[src/rtl/pcm_slot_pkg.sv]
package pcm_slot_pkg;

    typedef enum logic [1:0] {
        ST_IDLE  = 2'd0,
        ST_SHIFT = 2'd1,
        ST_HOLD  = 2'd2,
        ST_PDOWN = 2'd3
    } slot_state_e;

    typedef enum logic [1:0] {
        FN_NORMAL   = 2'b00,
        FN_DIG_LOOP = 2'b01,
        FN_ANA_LOOP = 2'b10,
        FN_PWRDN    = 2'b11
    } func_e;

    localparam int TXG_LSB  = 0;
    localparam int RXG_LSB  = 3;
    localparam int FUNC_LSB = 5;

endpackage

[src/rtl/pcm_slot_fsm.sv]
module pcm_slot_fsm
    import pcm_slot_pkg::*;
#(
    parameter int BITS      = 8,
    parameter int PD_CYCLES = 25
) (
    input  logic        clk,
    input  logic        rst_n,
    input  logic        win,
    input  logic        pd_force,
    output slot_state_e st,
    output logic        shift_en,
    output logic        first_bit,
    output logic        commit,
    output logic        pd_active
);
    localparam int CW = (BITS > 1) ? $clog2(BITS) : 1;
    localparam int PW = $clog2(PD_CYCLES + 1);
    localparam logic [CW-1:0] LAST = CW'(BITS - 1);

    slot_state_e    st_n;
    logic [CW-1:0]  bit_cnt, bit_cnt_n;
    logic [PW-1:0]  pd_cnt, pd_cnt_n;

    // next-state logic
    always_comb begin
        st_n      = st;
        bit_cnt_n = bit_cnt;
        pd_cnt_n  = pd_cnt;
        unique case (st)
            ST_IDLE: begin
                if (pd_force) begin
                    st_n     = ST_PDOWN;
                    pd_cnt_n = PW'(PD_CYCLES - 1);
                end else if (win) begin
                    st_n      = ST_SHIFT;
                    bit_cnt_n = CW'(1);
                end
            end
            ST_SHIFT: begin
                if (!win) begin
                    st_n = ST_IDLE;
                end else if (bit_cnt == LAST) begin
                    st_n = ST_HOLD;
                end else begin
                    bit_cnt_n = bit_cnt + CW'(1);
                end
            end
            ST_HOLD: begin
                if (!win) st_n = ST_IDLE;
            end
            ST_PDOWN: begin
                if (pd_cnt == '0) st_n = ST_IDLE;
                else              pd_cnt_n = pd_cnt - PW'(1);
            end
            default: st_n = ST_IDLE;
        endcase
    end

    // state register
    always_ff @(posedge clk or negedge rst_n) begin
        if (!rst_n) begin
            st      <= ST_IDLE;
            bit_cnt <= '0;
            pd_cnt  <= '0;
        end else begin
            st      <= st_n;
            bit_cnt <= bit_cnt_n;
            pd_cnt  <= pd_cnt_n;
        end
    end

    // outputs
    always_comb begin
        shift_en  = 1'b0;
        first_bit = 1'b0;
        commit    = 1'b0;
        pd_active = 1'b0;
        unique case (st)
            ST_IDLE: begin
                first_bit = win && !pd_force;
                shift_en  = win && !pd_force;
            end
            ST_SHIFT: begin
                shift_en = win;
                commit   = win && (bit_cnt == LAST);
            end
            ST_HOLD:  ;
            ST_PDOWN: pd_active = 1'b1;
            default:  ;
        endcase
    end


    pd_hold_chk: assert property (@(posedge clk) disable iff (!rst_n)
        (st == ST_PDOWN && pd_cnt != '0) |=> (st == ST_PDOWN));


    pd_quiet_chk: assert property (@(posedge clk) disable iff (!rst_n)
        (st == ST_PDOWN) |-> (!shift_en && !commit));

endmodule

[src/rtl/pcm_slot_serdes.sv]
module pcm_slot_serdes #(
    parameter int W = 8
) (
    input  logic         clk,
    input  logic         rst_n,
    input  logic         shift_en,
    input  logic         first_bit,
    input  logic         commit,
    input  logic         loop_sel,
    input  logic         ctl_sdi,
    input  logic         pcm_sdi,
    input  logic [W-1:0] enc_byte,
    output logic [W-1:0] ctl_word,
    output logic [W-1:0] dec_byte,
    output logic         sdo_bit
);
    logic [W-1:0] ctl_sh, pcm_sh, tx_sh, loop_q, tx_src;

    assign tx_src   = loop_sel ? loop_q : enc_byte;
    assign ctl_word = {ctl_sh[W-2:0], ctl_sdi};
    assign sdo_bit  = first_bit ? tx_src[W-1] : tx_sh[W-1];
    assign dec_byte = loop_q;

    always_ff @(posedge clk or negedge rst_n) begin
        if (!rst_n) begin
            ctl_sh <= '0;
            pcm_sh <= '0;
            tx_sh  <= '0;
            loop_q <= '0;
        end else begin
            if (shift_en) begin
                ctl_sh <= {ctl_sh[W-2:0], ctl_sdi};
                pcm_sh <= {pcm_sh[W-2:0], pcm_sdi};
            end
            if (first_bit)     tx_sh <= {tx_src[W-2:0], 1'b0};
            else if (shift_en) tx_sh <= {tx_sh[W-2:0], 1'b0};
            if (commit)        loop_q <= {pcm_sh[W-2:0], pcm_sdi};
        end
    end

endmodule

[src/rtl/pcm_ctl_regs.sv]
module pcm_ctl_regs
    import pcm_slot_pkg::*;
#(
    parameter int W    = 8,
    parameter int NCTL = 6
) (
    input  logic            clk,
    input  logic            rst_n,
    input  logic            commit,
    input  logic            dual_mode,
    input  logic            reg_sel,
    input  logic [W-1:0]    word,
    output logic [1:0]      tx_gain,
    output logic [1:0]      rx_gain,
    output func_e           mode,
    output logic [NCTL-1:0] ctl_out
);
    logic [W-1:0] reg_a, reg_b;
    logic         to_b;

    assign to_b = dual_mode && reg_sel;

    always_ff @(posedge clk or negedge rst_n) begin
        if (!rst_n) begin
            reg_a <= '0;
            reg_b <= '0;
        end else if (commit) begin
            if (to_b) reg_b <= word;
            else      reg_a <= word;
        end
    end

    assign tx_gain = reg_a[TXG_LSB +: 2];
    assign rx_gain = reg_a[RXG_LSB +: 2];
    assign mode    = func_e'(reg_a[FUNC_LSB +: 2]);

    for (genvar i = 0; i < NCTL; i++) begin : g_drv
        assign ctl_out[i] = reg_b[i];
    end


    b_single_hold_chk: assert property (@(posedge clk) disable iff (!rst_n)
        (commit && !dual_mode) |=> $stable(reg_b));

endmodule

[src/rtl/pcm_slot_ctrl.sv]
module pcm_slot_ctrl
    import pcm_slot_pkg::*;
#(
    parameter int W         = 8,
    parameter int NCTL      = 6,
    parameter int PD_CYCLES = 25
) (
    input  logic            clk,
    input  logic            rst_n,
    input  logic            frame_en_n,
    input  logic            reg_sel,
    input  logic            dual_mode,
    input  logic            pd_force,
    input  logic            ctl_sdi,
    input  logic            pcm_sdi,
    input  logic [W-1:0]    enc_byte,
    output logic            pcm_sdo,
    output logic            pcm_sdo_oe,
    output logic [W-1:0]    dec_byte,
    output logic [1:0]      tx_gain,
    output logic [1:0]      rx_gain,
    output logic [1:0]      func_mode,
    output logic [NCTL-1:0] ctl_out,
    output logic            pwr_down
);
    slot_state_e st;
    logic        shift_en, first_bit, commit, pd_active, sdo_bit;
    logic [W-1:0] ctl_word;
    func_e       mode;

    pcm_slot_fsm #(.BITS(W), .PD_CYCLES(PD_CYCLES)) u_fsm (
        .clk(clk), .rst_n(rst_n), .win(!frame_en_n), .pd_force(pd_force),
        .st(st), .shift_en(shift_en), .first_bit(first_bit),
        .commit(commit), .pd_active(pd_active)
    );

    pcm_slot_serdes #(.W(W)) u_serdes (
        .clk(clk), .rst_n(rst_n), .shift_en(shift_en), .first_bit(first_bit),
        .commit(commit), .loop_sel(mode == FN_DIG_LOOP),
        .ctl_sdi(ctl_sdi), .pcm_sdi(pcm_sdi), .enc_byte(enc_byte),
        .ctl_word(ctl_word), .dec_byte(dec_byte), .sdo_bit(sdo_bit)
    );

    pcm_ctl_regs #(.W(W), .NCTL(NCTL)) u_regs (
        .clk(clk), .rst_n(rst_n), .commit(commit), .dual_mode(dual_mode),
        .reg_sel(reg_sel), .word(ctl_word), .tx_gain(tx_gain),
        .rx_gain(rx_gain), .mode(mode), .ctl_out(ctl_out)
    );

    assign pcm_sdo_oe = shift_en;
    assign pcm_sdo    = shift_en ? sdo_bit : 1'b0;
    assign func_mode  = mode;
    assign pwr_down   = pd_active || (mode == FN_PWRDN);


    float_after_last_chk: assert property (@(posedge clk) disable iff (!rst_n)
        commit |=> !pcm_sdo_oe);


    a_commit_only_chk: assert property (@(posedge clk) disable iff (!rst_n)
        !$stable({tx_gain, rx_gain, func_mode}) |-> $past(commit));


    dec_commit_only_chk: assert property (@(posedge clk) disable iff (!rst_n)
        !$stable(dec_byte) |-> $past(commit));


    pd_no_drive_chk: assert property (@(posedge clk) disable iff (!rst_n)
        pd_active |-> !pcm_sdo_oe);

endmodule

[config.mk]
export PLATFORM = sky130hd
export DESIGN_NAME = pcm_slot_ctrl
export DESIGN_NICKNAME = d
export VERILOG_FILES = /design/src/rtl/pcm_slot_pkg.sv /design/src/rtl/pcm_slot_fsm.sv /design/src/rtl/pcm_slot_serdes.sv /design/src/rtl/pcm_ctl_regs.sv /design/src/rtl/pcm_slot_ctrl.sv
export SDC_FILE = /design/constraint.sdc
export NUM_CORES = 1
export LEC_CHECK = 0
export BUFFER_PORTS_ARGS = -buffer_cell sky130_fd_sc_hd__buf_2
export CAP_MARGIN = 15
export CORE_MARGIN = 5
export CORE_UTILIZATION = 59
export DETAILED_ROUTE_END_ITERATION = 6
export PLACE_DENSITY = 0.83
export SLEW_MARGIN = 20
export SYNTH_ARGS = -nofsm -noshare
export SYNTH_HDL_FRONTEND = slang
export SYNTH_SLANG_ARGS = --single-unit
[constraint.sdc]
create_clock -name clk -period 5.57 [get_ports clk]
set_clock_uncertainty 0.2 [all_clocks]
set_input_delay 0.8355 -clock clk [delete_from_list [all_inputs] [get_ports clk]]
set_output_delay 0.8355 -clock clk [all_outputs]
set_load 0.03 [all_outputs]
==> run_results.csv, run 1 <==
group,metric,value,unit
clock_tree,cts_tree,"yes",
place,gp_congestion,0.756,
floorplanning,die_y,72.2,microns
floorplanning,dieArea,0.00521,sq mm
logic_synthesis,synthFlopType,"dfrtp_1",
timing,slew_headroom,0.455,
power,power.leakage,1.27,nW
clock_tree,cts.clk_slew.worst_paths,0.09,ns
cells_and_area,fin_util,0.706,
place,port_buffers,38,
setup_path,cp-start-kind,"input pin",
floorplanning,rows,22,
clock_tree,clk_path_buf_depth,2,
clock_tree,post_cts_resize_count,0,
global_route,grt.total_usage,0.188,
drt,drtPass1Iterations,4,
cells_and_area,syn_to_final_growth,15.0,%
floorplanning,core_area,0.00372,sq mm
drt,wl_per_cell,17.0,microns
setup_path,worst-r2r-cell-count,6,
global_route,grt_pass1_wl,7.51,mm
cells_and_area,seqCellArea,0.00125,sq mm
timing,min_period,3.31,ns
global_route,use_met3,0.0485,
logic_synthesis,syn_inst,168,
worst_hold_path,min_path_cells,1,
power,peakVddDrop,303,uV
global_route,grt_util_met1,0.225,
timing,fin_setup_tns,0,ns
timing,rsz0062_at_grt,"no",
timing,post-route-period-util,0.595,
logic_synthesis,yosysWarnings,0,
setup_path,ff2ff_setup_slack,3.15,ns
floorplanning,io_pins,39,
drt,via_count,1450,
global_route,use_met2,0.317,
drt,routed_wl,4.33,mm
logic_synthesis,synthesis.nets,187,
drt,drc_errors,0,
setup_path,endpoint_kind,"primary output",
cells_and_area,nets,224,
floorplanning,fp.dieW,72.2,microns
timing,setup_viol,0,
place,hpwl,3.22,mm
place,placed_cell_area,0.00248,sq mm
clock_tree,cts_setup_buffers,0,
timing,hold_violations,0,
setup_path,crit_path_max_fanout,17,
worst_hold_path,whs_endpoint,"u_regs.reg_b[3]",
floorplanning,start_util,0.614,
setup_path,r2r_end,"u_regs.reg_b[5]",
setup_path,cp.arrival,2.28,ns
worst_hold_path,hp-class,"reg -> reg",
timing,fin_ws,2.26,ns
place,dp_slack,2.26,ns
power,power.density,545,mW/mm^2
clock_tree,htree_levels,2,
global_route,grt_antenna_before_repair,0,
power,power,1.43,mW
clock_tree,root_buffer,"clkbuf_8",
cells_and_area,drive_gt1_frac,0.408,
clock_tree,clk-insertion-delay-late,0.30,ns
cells_and_area,antenna_cells,0,
timing,slew_viol_final,0,
logic_synthesis,synth_seq_cells,50,
timing,tightest_slew,0.815,ns
status,outcome,"finished, final reports clean",
logic_synthesis,yosysTopAreaCellShare,0.549,
drt,drtAntennaViolNets,0,
flow_run,cap_violations,0,
timing,fmax,302,MHz
clock_tree,postCtsHoldBufs,0,
setup_path,required,4.53,ns
setup_path,critPathKind,"in -> out",
cells_and_area,multiInputGateArea,951,sq um
cells_and_area,nFillCells,264,
cells_and_area,stdcell_area,0.00262,sq mm
drt,drt_iter0_markers,81,
logic_synthesis,syn_area_per_cell,13.6,sq um
logic_synthesis,async_reset_ff_frac,1.00,
worst_hold_path,min_from,"u_regs.reg_b[3]",
setup_path,timing.rr.start,"u_fsm.bit_cnt[0]",
logic_synthesis,yosysTopAreaCell,"dfrtp_1",
logic_synthesis,synth_area,0.00228,sq mm
logic_synthesis,yosysSeqAreaShare,0.549,
logic_synthesis,synth-edff-count,0,
logic_synthesis,yosysUniqueCellTypes,42,
logic_synthesis,synth_area_leaders,"dfrtp_1, mux2_2, mux2i_1, mux2_1, ha_1",
clock_tree,clock-sinks,50,
global_route,busiest_layer,"met2",
global_route,overflow,0,
global_route,grt_max_degree,51,
clock_tree,cts_buffers,5,
global_route,grt_pass1_vias,1548,
drt,viasPerCell,5.71,
## synthesized netlist by cell type, drive strengths merged, types with 2 or more instances
cell    count
o21ai       5
nor2        2
or2         3
inv         5
a21oi       2
mux2       34
clkbuf      2
mux2i      17
o31ai       2
nor3b       2
nor3        2
nor4b       2
ha          3
nand2       9
o211ai      2
buf         7
dfrtp      50
nor2b       2
## logic make-up after synthesis
family                   count (synthesis)  synth area share
adder cells (fa/ha/maj)                  3            0.0165
AND/OR/NAND/NOR                         30            0.0938
flip-flops                              50             0.549
buffers and inverters                   14            0.0373
XOR/XNOR                                 1           0.00384
multiplexers                            51             0.242
AO/OA/AOI/OAI                           19            0.0576
## per-stage QoR
stage          std cells  hold WS (ns)
2_1_floorplan        168         0.251
3_3_place_gp         246         0.265
3_5_place_dp         246         0.272
4_1_cts              254         0.292
5_1_grt              254         0.320
6_report             254         0.286
## power by group
part	internal (mW)	switching (mW)	total (mW)	leakage, nW
sequential	0.506	0.131	0.637	0.641
combinational	0.223	0.263	0.486	0.559
clock	0.191	0.116	0.308	0.0714
total	0.920	0.511	1.43	1.27
## critical path, stage by stage
cell and delay [ns]:
buf_2 0.14, nor2b_4 0.14, or3_1 0.62, a211oi_1 0.29, buf_2 0.24
## worst max path at each step
| stage | from | to | slack [ns] | cells after the start |
|---|---|---|---|---|
| floorplan | frame_en_n | pcm_sdo | 2.18 | 5 |
| global placement | pd_force | pcm_sdo | 2.30 | 5 |
| detailed placement | pd_force | pcm_sdo | 2.26 | 5 |
| CTS | pd_force | pcm_sdo | 2.25 | 5 |
| global route | pd_force | pcm_sdo | 2.18 | 5 |
| finish | pd_force | pcm_sdo | 2.26 | 5 |
## layout make-up
cell class | count | area share
timing repair buffer | 39 | 0.0763
inverter | 5 | 0.00715
multi-input combinational | 104 | 0.362
tap | 48 | 0.0229
clock buffer | 6 | 0.0315
clock inverter | 2 | 0.0229
sequential | 50 | 0.477
## placed cells by master, fill, tap and decap left out, types with 2 or more instances in the layout
cell type	netlist	final
a21oi_1	2	2
buf_2	2	37
buf_4	3	2
bufinv_16	0	2
clkbuf_8	0	6
dfrtp_1	50	50
ha_1	3	3
inv_1	5	5
mux2_1	6	6
mux2_2	28	28
mux2i_1	17	17
nand2_1	9	9
nor2_1	2	2
nor3_1	2	2
o211ai_1	2	2
o21ai_0	5	5
o31ai_1	2	2
or2_2	3	3
## sequential cells by signal (all words and copies together), names as in the netlist
signal	flops
u_fsm.bit_cnt	3
u_serdes.dec_byte	8
u_fsm.pd_cnt	5
u_serdes.tx_sh	7
u_serdes.ctl_sh	6
u_regs.reg_b	6
u_fsm.st	2
u_regs.reg_a	6
u_serdes.pcm_sh	7
## metal layers
layer,share of wire,vias to the layer above
met5,0,-
met4,0.026,0
li1,-,682
met2,0.52,48
met3,0.054,13
met1,0.40,707
No activity file was read; power rests on OpenSTA's default activity.
==> run 2: changes to the inputs <==
--- a/config.mk
+++ b/config.mk
@@ -8,9 +8,9 @@
 export BUFFER_PORTS_ARGS = -buffer_cell sky130_fd_sc_hd__buf_2
 export CAP_MARGIN = 15
 export CORE_MARGIN = 5
-export CORE_UTILIZATION = 59
+export CORE_UTILIZATION = 55
 export DETAILED_ROUTE_END_ITERATION = 6
-export PLACE_DENSITY = 0.83
+export PLACE_DENSITY = 0.78
 export SLEW_MARGIN = 20
 export SYNTH_ARGS = -nofsm -noshare
 export SYNTH_HDL_FRONTEND = slang
==> constraint.sdc (replaced) <==
create_clock -name clk -period 3.4 [get_ports clk]
set_clock_uncertainty 0.2 [all_clocks]
set_input_delay 0.51 -clock clk [delete_from_list [all_inputs] [get_ports clk]]
set_output_delay 0.51 -clock clk [all_outputs]
set_load 0.03 [all_outputs]
==> run 2 against run 1 <==
Against the previous run: largest power group unchanged; sequential share of layout area up 0.068 points; critical path type is now reg -> out; critical path depth is the same; setup slack worse by 1.6 ns; wire length grew 1.1%; highest routed layer unchanged; register-to-register slack got worse by 2.2 ns; first-iteration DRC count shrank 9.9%.
==> run_results.csv, run 2 (same netlist as run 1, synthesis figures left out) <==
group,metric,value,unit
clock_tree,htree_levels,2,
timing,rsz0062_at_grt,"no",
place,hpwl,3.29,mm
clock_tree,cts_setup_buffers,0,
setup_path,cp.arrival,2.03,ns
cells_and_area,mostFrequentLayoutCell,"dfrtp_1",
drt,routed_wl,4.38,mm
status,outcome,"finished, final reports clean",
timing,min_period,2.74,ns
global_route,grt_pass1_wl,7.73,mm
timing,setup_viol,0,
clock_tree,postCtsHoldBufs,0,
setup_path,max_stage_delay,0.63,ns
timing,fmax,365,MHz
setup_path,critPathSlowestCell,"dfrtp_1",
clock_tree,clk-insertion-delay-late,0.30,ns
power,p_int,1.42,mW
clock_tree,cts.clk_slew.worst_paths,0.09,ns
drt,drtAntennaViolNets,0,
global_route,grt.total_usage,0.183,
cells_and_area,nFillCells,301,
cells_and_area,final_cells,259,
clock_tree,cts_tree,"yes",
place,port_buffers,38,
timing,slew_headroom,0.539,
setup_path,cp_cell_sequence,"nor2b_4, or3_1, buf_4, a211oi_1, buf_2",
cells_and_area,seqCellArea,0.00125,sq mm
setup_path,endpoint_kind,"primary output",
timing,post-route-period-util,0.807,
power,power,2.27,mW
power,seqPwrFrac,0.459,
setup_path,required,2.69,ns
power,p_sw,0.845,mW
place,gp_congestion,0.825,
clock_tree,root_buffer,"clkbuf_8",
flow_run,cap_violations,0,
timing,fin_setup_tns,0,ns
power,p_comb_frac,0.358,
cells_and_area,syn_to_final_growth,14.9,%
cells_and_area,nets,227,
timing,tightest_slew,0.682,ns
drt,wl_per_cell,16.9,microns
cells_and_area,stdcell_area,0.00262,sq mm
global_route,overflow,0,
power,power.density,866,mW/mm^2
drt,drc_errors,0,
setup_path,critPathKind,"reg -> out",
floorplanning,core_area,0.00400,sq mm
setup_path,crit_path_max_fanout,17,
global_route,grt_pass1_vias,1630,
cells_and_area,largest_register_ffs,8,
cells_and_area,final_cell_mix,"dfrtp_1, buf_2, mux2_2, mux2i_1, nand2_1",
place,dp.cells,251,
drt,via_count,1450,
drt,drtPass1Iterations,4,
floorplanning,fp.dieW,74.4,microns
floorplanning,die_y,74.4,microns
drt,drt_iter0_markers,73,
cells_and_area,fin_util,0.655,
place,placed_cell_area,0.00250,sq mm
drt,viasPerCell,5.60,
clock_tree,post_cts_resize_count,0,
floorplanning,start_util,0.570,
global_route,grt_antenna_before_repair,0,
floorplanning,dieArea,0.00554,sq mm
cells_and_area,antenna_cells,0,
power,power.leakage,1.27,nW
power,switching_share,0.372,
floorplanning,io_pins,39,
timing,slew_viol_final,0,
clock_tree,cts_buffers,5,
setup_path,cp-start-kind,"register",
clock_tree,clock-sinks,50,
floorplanning,rows,23,
power,peakVddDrop,509,uV
clock_tree,clk_path_buf_depth,2,
cells_and_area,drive_gt1_frac,0.416,
cells_and_area,multiInputGateArea,951,sq um
worst_hold_path,hp-class,"in -> async",
timing,hold_violations,0,
power,p_clk_frac,0.182,
global_route,grt_max_degree,51,
run 2: stage by stage:
step / hold slack, ns / setup slack, ns
2_1_floorplan: 0.0144 / 0.661
3_3_place_gp: 0.263 / 0.934
3_5_place_dp: 0.269 / 0.875
4_1_cts: 0.244 / 0.628
5_1_grt: 0.0613 / 0.530
6_report: 0.0107 / 0.657
run 2: routing by layer:
metal  part of all wire  up-vias  track usage  wire [microns]
li1                   -      686            -               -
met1               0.42      729        0.223            1860
met2               0.52       27        0.323            2300
met3              0.037        8       0.0365             162
met4              0.013        0       0.0652              57
met5                  0        -            0               0
run 2: critical path: cells and delay by family, from the launching register on:
family | cells | cell delay [ns]
compound gates | 1 | 0.23
buf+inv | 2 | 0.46
flops | 1 | 0.63
simple gates | 2 | 0.41
run 2: layout make-up:
cell class,count,area share
Inverter,5,0.00716
Timing Repair Buffer,42,0.0850
Clock buffer,5,0.0263
Clock inverter,3,0.0172
Sequential cell,50,0.478
Tap cell,50,0.0239
Multi-Input combinational cell,104,0.363
run 2: power by group through the flow:
stage	Clock [mW]	Combinational, mW	Sequential [mW]
after floorplan	0	0.546	1.09
after detailed placement	0	0.819	1.05
final	0.414	0.813	1.04
after CTS	0.424	0.827	1.04
after global placement	0	0.779	1.02
after global routing	0.448	0.893	1.08
run 2: final timing paths:
path	from	endpoint	slack, ns	cells after the start
max	u_fsm.st[0]	pcm_sdo	0.66	5
max reg2reg	u_fsm.bit_cnt[0]	u_regs.reg_b[4]	0.94	5
min	rst_n	u_fsm.pd_cnt[2]	0.01	1
min in group clk	ctl_sdi	u_regs.reg_b[0]	0.26	2
max in group asynchronous	rst_n	u_serdes.ctl_sh[2]	2.57	1
min reg2reg	u_regs.reg_b[1]	u_regs.reg_b[1]	0.29	1
